### src/rtl/rev_gate_pkg.sv
package rev_gate_pkg;

  localparam int LANES     = 4;
  localparam int NUM_GATES = 4;
  localparam int SEL_W     = $clog2(NUM_GATES);

  typedef logic [LANES-1:0] lane_t;

  typedef enum logic [SEL_W-1:0] {
    GATE_CNOT  = 2'b00,
    GATE_CSWAP = 2'b01,
    GATE_CCNOT = 2'b10,
    GATE_ADD4  = 2'b11
  } gate_e;

  // Lanes a gate actually uses
  function automatic lane_t lane_mask(gate_e g);
    case (g)
      GATE_CNOT:  return 4'b0011;
      GATE_CSWAP: return 4'b0111;
      GATE_CCNOT: return 4'b0111;
      default:    return 4'b1111;
    endcase
  endfunction

  function automatic lane_t gate_forward(gate_e g, lane_t v);
    lane_t o;
    o = '0;
    case (g)
      GATE_CNOT: begin
        o[0] = v[0];
        o[1] = v[0] ^ v[1];
      end
      GATE_CSWAP: begin
        o[0] = v[0];
        o[1] = v[0] ? v[2] : v[1];
        o[2] = v[0] ? v[1] : v[2];
      end
      GATE_CCNOT: begin
        o[0] = v[0];
        o[1] = v[1];
        o[2] = (v[0] & v[1]) ^ v[2];
      end
      default: begin
        o[0] = v[0];
        o[1] = v[1];
        o[2] = v[0] ^ v[1] ^ v[2];
        o[3] = ((v[0] ^ v[1]) & v[2]) ^ (v[0] & v[1]) ^ v[3];
      end
    endcase
    return o;
  endfunction

  function automatic lane_t gate_backward(gate_e g, lane_t v);
    lane_t o;
    logic  c_rec;
    o     = '0;
    c_rec = 1'b0;
    case (g)
      GATE_CNOT: begin
        o[0] = v[0];
        o[1] = v[0] ? ~v[1] : v[1];
      end
      GATE_CSWAP: begin
        o[0] = v[0];
        o[1] = v[0] ? v[2] : v[1];
        o[2] = v[0] ? v[1] : v[2];
      end
      GATE_CCNOT: begin
        o[0] = v[0];
        o[1] = v[1];
        o[2] = (v[0] & v[1]) ? ~v[2] : v[2];
      end
      default: begin
        c_rec = v[2] ^ v[0] ^ v[1];
        o[0]  = v[0];
        o[1]  = v[1];
        o[2]  = c_rec;
        o[3]  = v[3] ^ ((v[0] ^ v[1]) & c_rec) ^ (v[0] & v[1]);
      end
    endcase
    return o;
  endfunction

endpackage

### src/rtl/rev_gate_fwd.sv
module rev_gate_fwd
  import rev_gate_pkg::*;
(
  input  logic [SEL_W-1:0] sel,
  input  lane_t            vec,
  output lane_t            res
);

  lane_t cand [NUM_GATES];

  for (genvar g = 0; g < NUM_GATES; g++) begin : g_gate
    assign cand[g] = gate_forward(gate_e'(g), vec & lane_mask(gate_e'(g)));
  end

  assign res = cand[sel];

endmodule

### src/rtl/rev_gate_inv.sv
module rev_gate_inv
  import rev_gate_pkg::*;
(
  input  logic [SEL_W-1:0] sel,
  input  lane_t            vec,
  output lane_t            res
);

  lane_t cand [NUM_GATES];

  for (genvar g = 0; g < NUM_GATES; g++) begin : g_gate
    assign cand[g] = gate_backward(gate_e'(g), vec & lane_mask(gate_e'(g)));
  end

  assign res = cand[sel];

endmodule

### src/rtl/rev_gate_stage.sv
module rev_gate_stage #(
  parameter int  W       = 4,
  parameter bit  OUT_REG = 1'b1
) (
  input  logic         clk,
  input  logic         rst_n,
  input  logic         in_valid,
  output logic         in_ready,
  input  logic [W-1:0] in_data,
  output logic         out_valid,
  input  logic         out_ready,
  output logic [W-1:0] out_data
);

  if (OUT_REG) begin : g_reg
    logic         full_q;
    logic [W-1:0] data_q;

    assign in_ready = !full_q || out_ready;

    always_ff @(posedge clk or negedge rst_n) begin
      if (!rst_n) begin
        full_q <= 1'b0;
        data_q <= '0;
      end else if (in_ready) begin
        full_q <= in_valid;
        if (in_valid) data_q <= in_data;
      end
    end

    assign out_valid = full_q;
    assign out_data  = data_q;
  end else begin : g_pass
    logic unused_clk;
    assign unused_clk = clk ^ rst_n;
    assign in_ready  = out_ready;
    assign out_valid = in_valid;
    assign out_data  = in_data;
  end

endmodule

### src/rtl/rev_gate_eval.sv
module rev_gate_eval
  import rev_gate_pkg::*;
#(
  parameter bit OUT_REG = 1'b1
) (
  input  logic       clk,
  input  logic       rst_n,
  input  logic       in_valid,
  output logic       in_ready,
  input  logic [1:0] in_sel,
  input  logic       in_dir,
  input  logic [3:0] in_vec,
  output logic       out_valid,
  input  logic       out_ready,
  output logic [3:0] out_vec
);

  lane_t fwd_res;
  lane_t inv_res;
  lane_t res;

  rev_gate_fwd u_fwd (
    .sel (in_sel),
    .vec (in_vec),
    .res (fwd_res)
  );

  rev_gate_inv u_inv (
    .sel (in_sel),
    .vec (in_vec),
    .res (inv_res)
  );

  assign res = in_dir ? inv_res : fwd_res;

  rev_gate_stage #(
    .W       (LANES),
    .OUT_REG (OUT_REG)
  ) u_stage (
    .clk       (clk),
    .rst_n     (rst_n),
    .in_valid  (in_valid),
    .in_ready  (in_ready),
    .in_data   (res),
    .out_valid (out_valid),
    .out_ready (out_ready),
    .out_data  (out_vec)
  );

endmodule

### config.mk
export PLATFORM = sky130hd
export DESIGN_NAME = rev_gate_eval
export DESIGN_NICKNAME = d
export VERILOG_FILES = /design/src/rtl/rev_gate_pkg.sv /design/src/rtl/rev_gate_fwd.sv /design/src/rtl/rev_gate_inv.sv /design/src/rtl/rev_gate_stage.sv /design/src/rtl/rev_gate_eval.sv
export SDC_FILE = /design/constraint.sdc
export NUM_CORES = 1
export LEC_CHECK = 0
export BUFFER_PORTS_ARGS = -buffer_cell sky130_fd_sc_hd__buf_2
export CAP_MARGIN = 20
export CORE_AREA = 3 3 40 42
export CTS_CLUSTER_SIZE = 30
export DETAILED_ROUTE_END_ITERATION = 12
export DIE_AREA = 0 0 43 45
export PLACE_DENSITY_LB_ADDON = 0.08
export REMOVE_ABC_BUFFERS = 1
export SETUP_SLACK_MARGIN = 0.02
export SLEW_MARGIN = 20
export SYNTH_ARGS = -nofsm -noshare
export SYNTH_HDL_FRONTEND = slang
export SYNTH_HIERARCHICAL = 1
export SYNTH_SLANG_ARGS = --single-unit
### constraint.sdc
create_clock -name clk -period 1.37 [get_ports clk]
set_input_delay 0.274 -clock clk [delete_from_list [all_inputs] [get_ports clk]]
set_output_delay 0.274 -clock clk [all_outputs]
set_load 0.005 [all_outputs]
Yosys cells after proc, flatten, opt, wreduce, memory -nomap -nowiden
Index checks and enable logic that the tools add are counted.

Register bits after elaboration: 5. Bits of input ports: 11. Output and inout port bits: 6. Logic and storage cells: 32.

Order comparisons: 1. Mux-type cells: 11. Bitwise gates (word level): 15. Reduce and logical (&&, ||, !) cells: 3.

Operator list (count): $mux 4 (5); $bmux 4 s2 (2); $xor 1x1->1 (9); $mux 1 (4); $and 1x1->1 (3); $ge 3x3->1 const B (1); $not 2->3 (1); $not 1->1 (2); $reduce_and 2->1 (1); $logic_not 1->1 (1); $logic_or 1x1->1 (1).

Depth between registers and ports, before layout
Gate-level depths: netlist (run 1).

Depth after elaboration: 9. Depth in mapped cells: 7. Depth with buffers taken out: 7.

Hierarchy
The synthesis (run 1) kept the hierarchy.

Modules (own cells, without submodules): rev_gate_stage (instances 1, cells an instance 12, area an instance 217.7 sq um, sequential area each 125.1 sq um); rev_gate_inv (instances 1, cells an instance 23, area an instance 193.9 sq um, sequential area each 0.0 sq um); rev_gate_fwd (instances 1, cells an instance 18, area an instance 141.4 sq um, sequential area each 0.0 sq um); rev_gate_eval (instances 1, cells an instance 4, area an instance 45.0 sq um, sequential area each 0.0 sq um).

Least setup slack after synthesis (run 1)
OpenSTA, ideal clock, no wires.

Kind: input port to flip-flop. Start point: input port in_vec[2]. End point: register u_stage.g_reg.data_q[3], in the netlist u_stage/out_data[3]. Setup time: 0.125 ns. Data arrival time: 1.520 ns. Required time: 1.245 ns. Setup slack: -0.275 ns. Cell stages on the path: 7. Path buffers: 1. Path through: buf_6 -> xor3_1 -> nand2_1 -> xnor2_1 -> and3_1 -> mux2_2 -> mux2_4.

Cells in the longest elaborated chain, start to end: 9. Elaborated cells between the ends (all ways): 15. Classes of those cells: mux (7); bitwise (8).

Ends and longest elaborated chain: start: declaration (line rev_gate_eval.sv:12) `input logic [3:0] in_vec,`; $xor 1x1->1 (2 in series); $and 1x1->1; $xor 1x1->1 (2 in series) (line rev_gate_pkg.sv:79) `o[3] = v[3] ^ ((v[0] ^ v[1]) & c_rec) ^ (v[0] & v[1]);`; $bmux 4 s2 (line rev_gate_inv.sv:15) `assign res = cand[sel];`; $mux 4 (implied by the code) (2 in series) (line rev_gate_inv.sv:15); net inv_res[3] (line rev_gate_eval.sv:19) `lane_t inv_res;`; $mux 4 (line rev_gate_eval.sv:34) `assign res = in_dir ? inv_res : fwd_res;`; net res[3] (line rev_gate_eval.sv:20) `lane_t res;`; end signal: assignment (line rev_gate_stage.sv:27) `if (in_valid) data_q <= in_data;`; end: declaration (line rev_gate_stage.sv:17) `logic [W-1:0] data_q;`.

The timed path passes the listed nets, and every way through them passes these cells. The select of a mux whose other input is x is not followed. A chain may end at the register's enable or synchronous reset.

Worst setup path after layout (run 1)
Start point: input port in_vec[1]. End point: register u_stage.g_reg.data_q[3], in the netlist u_stage/out_data[3].

Cells in the longest elaborated chain, start to end: 8. Elaborated cells between the ends (all ways): 16. Classes of those cells: mux (7); bitwise (9).

Ends and longest elaborated chain (line): $xor 1x1->1; $and 1x1->1; $xor 1x1->1 (rev_gate_pkg.sv:79); $xor 1x1->1 * (rev_gate_pkg.sv:79); $bmux 4 s2 * (rev_gate_inv.sv:15); $mux 4 (implied by the code) * (2 in series) (rev_gate_inv.sv:15); net inv_res[3] (rev_gate_eval.sv:19); $mux 4 * (rev_gate_eval.sv:34); net res[3] (rev_gate_eval.sv:20).

The timed path passes the listed nets; every way through them passes the cells marked *. The select of a mux whose other input is x is not followed.

==> impl_metrics.tcl, run 1 <==
set metrics [dict create \
    die_w_microns 43 \
    wirelength_microns 1342 \
    r2r_end "u_stage/out_data[0]" \
    h-tree-depth 1 \
    switching_share_pct 28.84 \
    drive_gt1_share_pct 58.14 \
    postRouteAntennaNets 0 \
    synth_cells 57 \
    clk_latency_ns 0.24 \
    max_freq_mhz 634.8 \
    crit_slowest_cell "xor3_1" \
    synth_cell_types 29 \
    path_cells "buf_8, xor3_1, nand2_1, xnor2_1, and3_1, mux2_4, mux2_4" \
    first_iter_violations 7 \
    synth-seq-cells 5 \
    reg2reg_slack_ns 0.38 \
    slew_headroom_pct 84.53 \
    cellPowerDensity_nw_per_um2 737.4 \
    routed_via_density 5.040 \
    required_ns 1.49 \
    clkPwrFrac_pct 25.9 \
    gp_congestion 0.7821 \
    cts_tree "done" \
    post-route-period-util_pct 115.0 \
    final_util_pct 67.48 \
    vias 509 \
    dp_hpwl_microns 1016 \
    die-area_sq_um 1935 \
    grt_pass1_wl_microns 2304 \
    hold_viol 0 \
    grt_pass1_vias 538 \
    worstHoldStart "in_valid" \
    dp_slack_ns -0.4825 \
    ir_drop_uv 520.2 \
    clock_tree.root_cell "clkbuf_4" \
    worstPathMaxFanout 4 \
    syn_area_per_cell_sq_um 10.49 \
    setup_ws_ns -0.2053 \
    worst-r2r-cell-count 3 \
    first_pass_iters 4 \
    areaGrowthSynthToFinish_pct 44.98 \
    status "complete, but fails checks" \
    place_inst 96 \
    io_buffers 16 \
    start_kind "input port" \
    initial_core_util_pct 46.54 \
    clk_path_buf_depth 2 \
    tightest_slew_ns 0.2321 \
    finalNonFillerCells 101 \
    violations "negative setup slack" \
    finalCriticalPeriod_ns 1.575 \
    pin_count 17 \
    p_seq_share_pct 29.3 \
    rows 13 \
    min_path_cells 2 \
    wl_per_cell_microns 13.29 \
    nNetsFinal 101 \
    cp_common_cell "mux2_4" \
    worstHoldEndpoint "u_stage/out_valid" \
    yosys_warnings 6 \
    whs_ns 0.2786 \
    grt_max_degree 11 \
    power_switching_mw 0.1844 \
    drc 0 \
    clock-sinks 5 \
    post_synth_instance_area_sq_um 598.1 \
    numCtsBuffers 3 \
    coreArea_sq_um 1285 \
    critical_path_class "in -> reg" \
    p_leak_nw 0.4359 \
    pwr-share-comb_pct 44.8 \
    cap_viol_max_count 0 \
    finClkSkew_ns 0.003272 \
    hold_path_class "in -> reg" \
    worstReg2RegStart "u_stage/out_valid" \
    slew_viol_final 0 \
    cpPeakStageDelay_ns 0.40 \
    cp-end-kind "flop" \
    antenna_found_initial 0 \
    diodes 0 \
    worst_ep_arrival_time_ns 1.70 \
    yosysSeqAreaShare_pct 20.92 \
    track_usage_pct 16.22 \
    clk_pin_slew_ns 0.04 \
    setup-violations-final 3 \
    p_int_mw 0.4550 \
    die_y_microns 45 \
    grt_overflow 0 \
    rsz0062_at_grt "true" \
]
==> worst max-delay path, delay by kind of cell <==
family | cells | cell delay, ns
and+or+nand+nor | 2 | 0.26
xor gates and xnor gates | 2 | 0.53
buffers and inverters | 1 | 0.11
muxes | 2 | 0.53
==> per-stage QoR <==
| stage | TNS (ns) | power (mW) | cell area (sq um) |
|---|---|---|---|
| after floorplan | -0.7647 | 0.3291 | 571.8 |
| after global placement | -1.324 | 0.4373 | 753.2 |
| after detailed placement | -1.373 | 0.4414 | 753.2 |
| after CTS | -0.4405 | 0.6406 | 847.1 |
| after global routing | -0.5398 | 0.6845 | 867.1 |
| final | -0.4537 | 0.6394 | 867.1 |
==> layout by cell type (no fill, tap or decap), drive strengths merged <==
cell type,n
fa,1
dfrtp,5
a21oi,1
or2b,1
nor2,1
o22ai,2
xor3,1
o22a,2
dlygate4sd3,1
o211ai,1
mux2i,1
inv,4
o21ai,3
nand2b,3
nor3,1
buf,27
a221oi,1
xor2,3
nand2,7
and3,2
xnor2,3
mux2,9
clkbuf,4
ha,2
==> what timing repair did <==
| action | CTS | global route |
|---|---|---|
| setup buffers | 0 | 0 |
| hold buffers | 1 | 0 |
| gates resized for setup | 12 | 8 |
| pin swaps | 3 | 5 |
| cloned | 0 | 0 |
| endpoints found under the setup margin | 3 | 3 |
| endpoints found under the hold margin | 5 | 0 |
==> sequential cells by signal, indices dropped and copies added, names as in the netlist <==
signal and count:
u_stage/out_data 4, u_stage/out_valid 1
==> logic make-up after synthesis <==
logic type / count (synthesis) / synth area share (%)
xor gates and xnor gates: 7 / 15.90
and+or+nand+nor: 15 / 14.85
muxes: 10 / 21.76
buffers and inverters: 7 / 6.902
DFF: 5 / 20.92
AOI/OAI and AO/OA: 10 / 12.13
adders and majority gates: 3 / 7.531
==> cell usage after synthesis (all sizes together) <==
cell / number / area, sq um
o21ai: 3 / 15.01
xor2: 3 / 45.05
fa: 1 / 20.02
o22ai: 2 / 12.51
xor3: 1 / 23.77
mux2i: 1 / 10.01
nor3: 1 / 5.000
nor2: 1 / 3.750
xnor2: 3 / 26.28
dfrtp: 5 / 125.1
nand2: 7 / 33.78
a21oi: 1 / 5.000
or2b: 1 / 7.510
o22a: 2 / 18.77
nand2b: 3 / 26.27
and3: 2 / 12.51
o211ai: 1 / 12.51
buf: 3 / 26.27
a221oi: 1 / 8.760
ha: 2 / 25.02
mux2: 9 / 120.1
inv: 4 / 15.01
==> how the worst max path moves through the flow <==
stage               from                   to  slack (ns)
2_1_floorplan  in_vec[0]  u_stage/out_data[3]       -0.27
3_3_place_gp   in_vec[0]  u_stage/out_data[2]       -0.45
5_1_grt        in_vec[1]  u_stage/out_data[3]       -0.21
4_1_cts        in_vec[0]  u_stage/out_data[2]       -0.19
3_5_place_dp   in_vec[1]  u_stage/out_data[2]       -0.48
6_report       in_vec[1]  u_stage/out_data[3]       -0.21
==> final cells by class <==
cell class,count,area [sq um]
sequential,5,125.1
timing repair buffer,28,206.4
multi-input combinational,45,473.0
tap,15,18.77
clock buffer,4,26.28
fill,112,417.9
inverter,4,17.52
==> routing by layer <==
layer  routed length [microns]  up-vias  global-route usage (%)  share of wire, %
met5                         0        -                       0                 0
met4                         0        0                   7.229                 0
met1                       569      240                   18.07                42
li1                          -      254                       -                 -
met2                       710       15                   30.24                53
met3                        62        0                   2.789               4.6
==> power groups by stage <==
stage	Sequential, mW	Clock, mW	Combinational [mW]
floorplan	0.190	0	0.140
global placement	0.187	0	0.250
detailed placement	0.189	0	0.253
CTS	0.188	0.173	0.280
global route	0.190	0.182	0.312
finish	0.188	0.165	0.286
(Power assumes the default switching activity.)
==> run 2, diff against run 1 <==
RECOVER_POWER = 50   (was default)
==> impl_metrics.tcl, run 2 (synthesized netlist as in run 1, its figures left out) <==
set metrics [dict create \
    grt_overflow 0 \
    die-area_sq_um 1935 \
    p_leak_nw 0.4274 \
    worst_ep_arrival_time_ns 1.70 \
    die_w_microns 43 \
    first_pass_iters 4 \
    hold_viol 0 \
    clk_pin_slew_ns 0.04 \
    status "complete, but fails checks" \
    nNetsFinal 101 \
    clk_path_buf_depth 2 \
    busiest_layer "met2" \
    required_ns 1.49 \
    drive_gt1_share_pct 56.98 \
    cellPowerDensity_nw_per_um2 739.9 \
    mostFrequentLayoutCell "buf_2" \
    drc 0 \
    initial_core_util_pct 46.54 \
    dpl_cell_area_sq_um 753.2 \
    diodes 0 \
    io_buffers 16 \
    first_iter_violations 7 \
    numCtsBuffers 3 \
    p_seq_share_pct 29.4 \
    areaGrowthSynthToFinish_pct 43.93 \
    track_usage_pct 16.22 \
    p_int_mw 0.4532 \
    mostFrequentLayoutCells "12 x buf_2, 10 x buf_4, 8 x mux2_4" \
    design_area_sq_um 860.8 \
    start_kind "input port" \
    tightest_slew_ns 0.2556 \
    setup-violations-final 3 \
    critical_path_class "in -> reg" \
    wirelength_microns 1344 \
    gp_congestion 0.7821 \
    post-route-period-util_pct 115.0 \
    largest_reg_flops 4 \
    slew_headroom_pct 82.96 \
    hold_path_class "in -> reg" \
    cap_viol_max_count 0 \
    reg2reg_slack_ns 0.38 \
    worstPathMaxFanout 4 \
    slew_viol_final 0 \
    switching_share_pct 28.84 \
    vias 509 \
    tns_ns -0.4537 \
    wl_per_cell_microns 13.31 \
    dp_hpwl_microns 1016 \
    ir_drop_uv 520.1 \
    finalPower_mw 0.6369 \
    coreArea_sq_um 1285 \
    clock-sinks 5 \
    postRouteAntennaNets 0 \
    grt_max_degree 11 \
    clk_latency_ns 0.24 \
    clock_tree.root_cell "clkbuf_4" \
    routed_via_density 5.040 \
    grt_pass1_wl_microns 2304 \
    use_met3_pct 2.789 \
    finClkSkew_ns 0.003272 \
    cts_tree "done" \
    grt_pass1_vias 538 \
    rows 13 \
    cp-end-kind "flop" \
    h-tree-depth 1 \
    final_util_pct 66.99 \
    antenna_found_initial 0 \
    finalCriticalPeriod_ns 1.575 \
    pwr-share-comb_pct 44.7 \
    violations "negative setup slack" \
    die_y_microns 45 \
    power_switching_mw 0.1837 \
    max_freq_mhz 634.8 \
    clkPwrFrac_pct 26.0 \
    rsz0062_at_grt "true" \
    setup_ws_ns -0.2053 \
    pin_count 17 \
    grt.met1_usage_pct 18.07 \
    use_met2_pct 30.24 \
]
-- run 2: cell types whose count changed in the layout (fill, tap and decap cells not counted), sizes merged --
| cell | change |
|---|---|
| clkbuf | +1 |
| buf | -1 |
-- run 2: layer usage --
layer | part of all wire [%] | vias to the layer above
met5 | 0 | -
met2 | 53 | 15
met1 | 43 | 240
met4 | 0 | 0
met3 | 4.6 | 0
li1 | - | 254
-- run 2: layout make-up --
class	instances	area [sq um]
fill	113	424.2
clock buffer	4	26.28
sequential	5	125.1
timing repair buffer	28	205.2
inverter	4	17.52
multi-input combinational	45	467.9
tap	15	18.77
-- run 2: per-stage QoR --
step                cells  worst slack, ns  hold slack (ns)
global placement       96          -0.4548          0.09382
detailed placement     96          -0.4825          0.09195
finish                101          -0.2053           0.2787
floorplan              54          -0.2720         -0.02159
CTS                   101          -0.1907           0.2705
global route          101          -0.2149           0.2922
-- run 2: power by group through the flow --
| stage | sequential, mW | clock [mW] | combinational [mW] |
|---|---|---|---|
| after floorplan | 0.190 | 0 | 0.140 |
| after global placement | 0.187 | 0 | 0.250 |
| after detailed placement | 0.189 | 0 | 0.253 |
| after CTS | 0.188 | 0.173 | 0.280 |
| after global routing | 0.190 | 0.182 | 0.310 |
| final | 0.187 | 0.165 | 0.285 |
-- run 2: final timing paths --
path	start	end	cells after the start
worst min-delay path	in_valid	u_stage/out_valid	2
worst min register to register	u_stage/out_data[1]	u_stage/out_data[1]	1
worst max-delay path	in_vec[1]	u_stage/out_data[3]	7
max in group asynchronous	rst_n	u_stage/out_data[0]	2
min in group asynchronous	rst_n	u_stage/out_data[2]	2
worst max register to register	u_stage/out_valid	u_stage/out_data[0]	3
-- run 2: worst max-delay path, stage by stage --
cell     delay, ns
buf_8         0.11
xor3_1        0.40
nand2_1       0.09
xnor2_1       0.13
and3_1        0.17
mux2_4        0.26
mux2_4        0.27
-- run 2: what timing repair did --
action	4_1_cts	5_1_grt
pin swaps	3	5
setup endpoints to repair	3	3
resized for setup	12	8
hold endpoints to repair	5	0
setup buffers	0	0
hold buffers	1	0
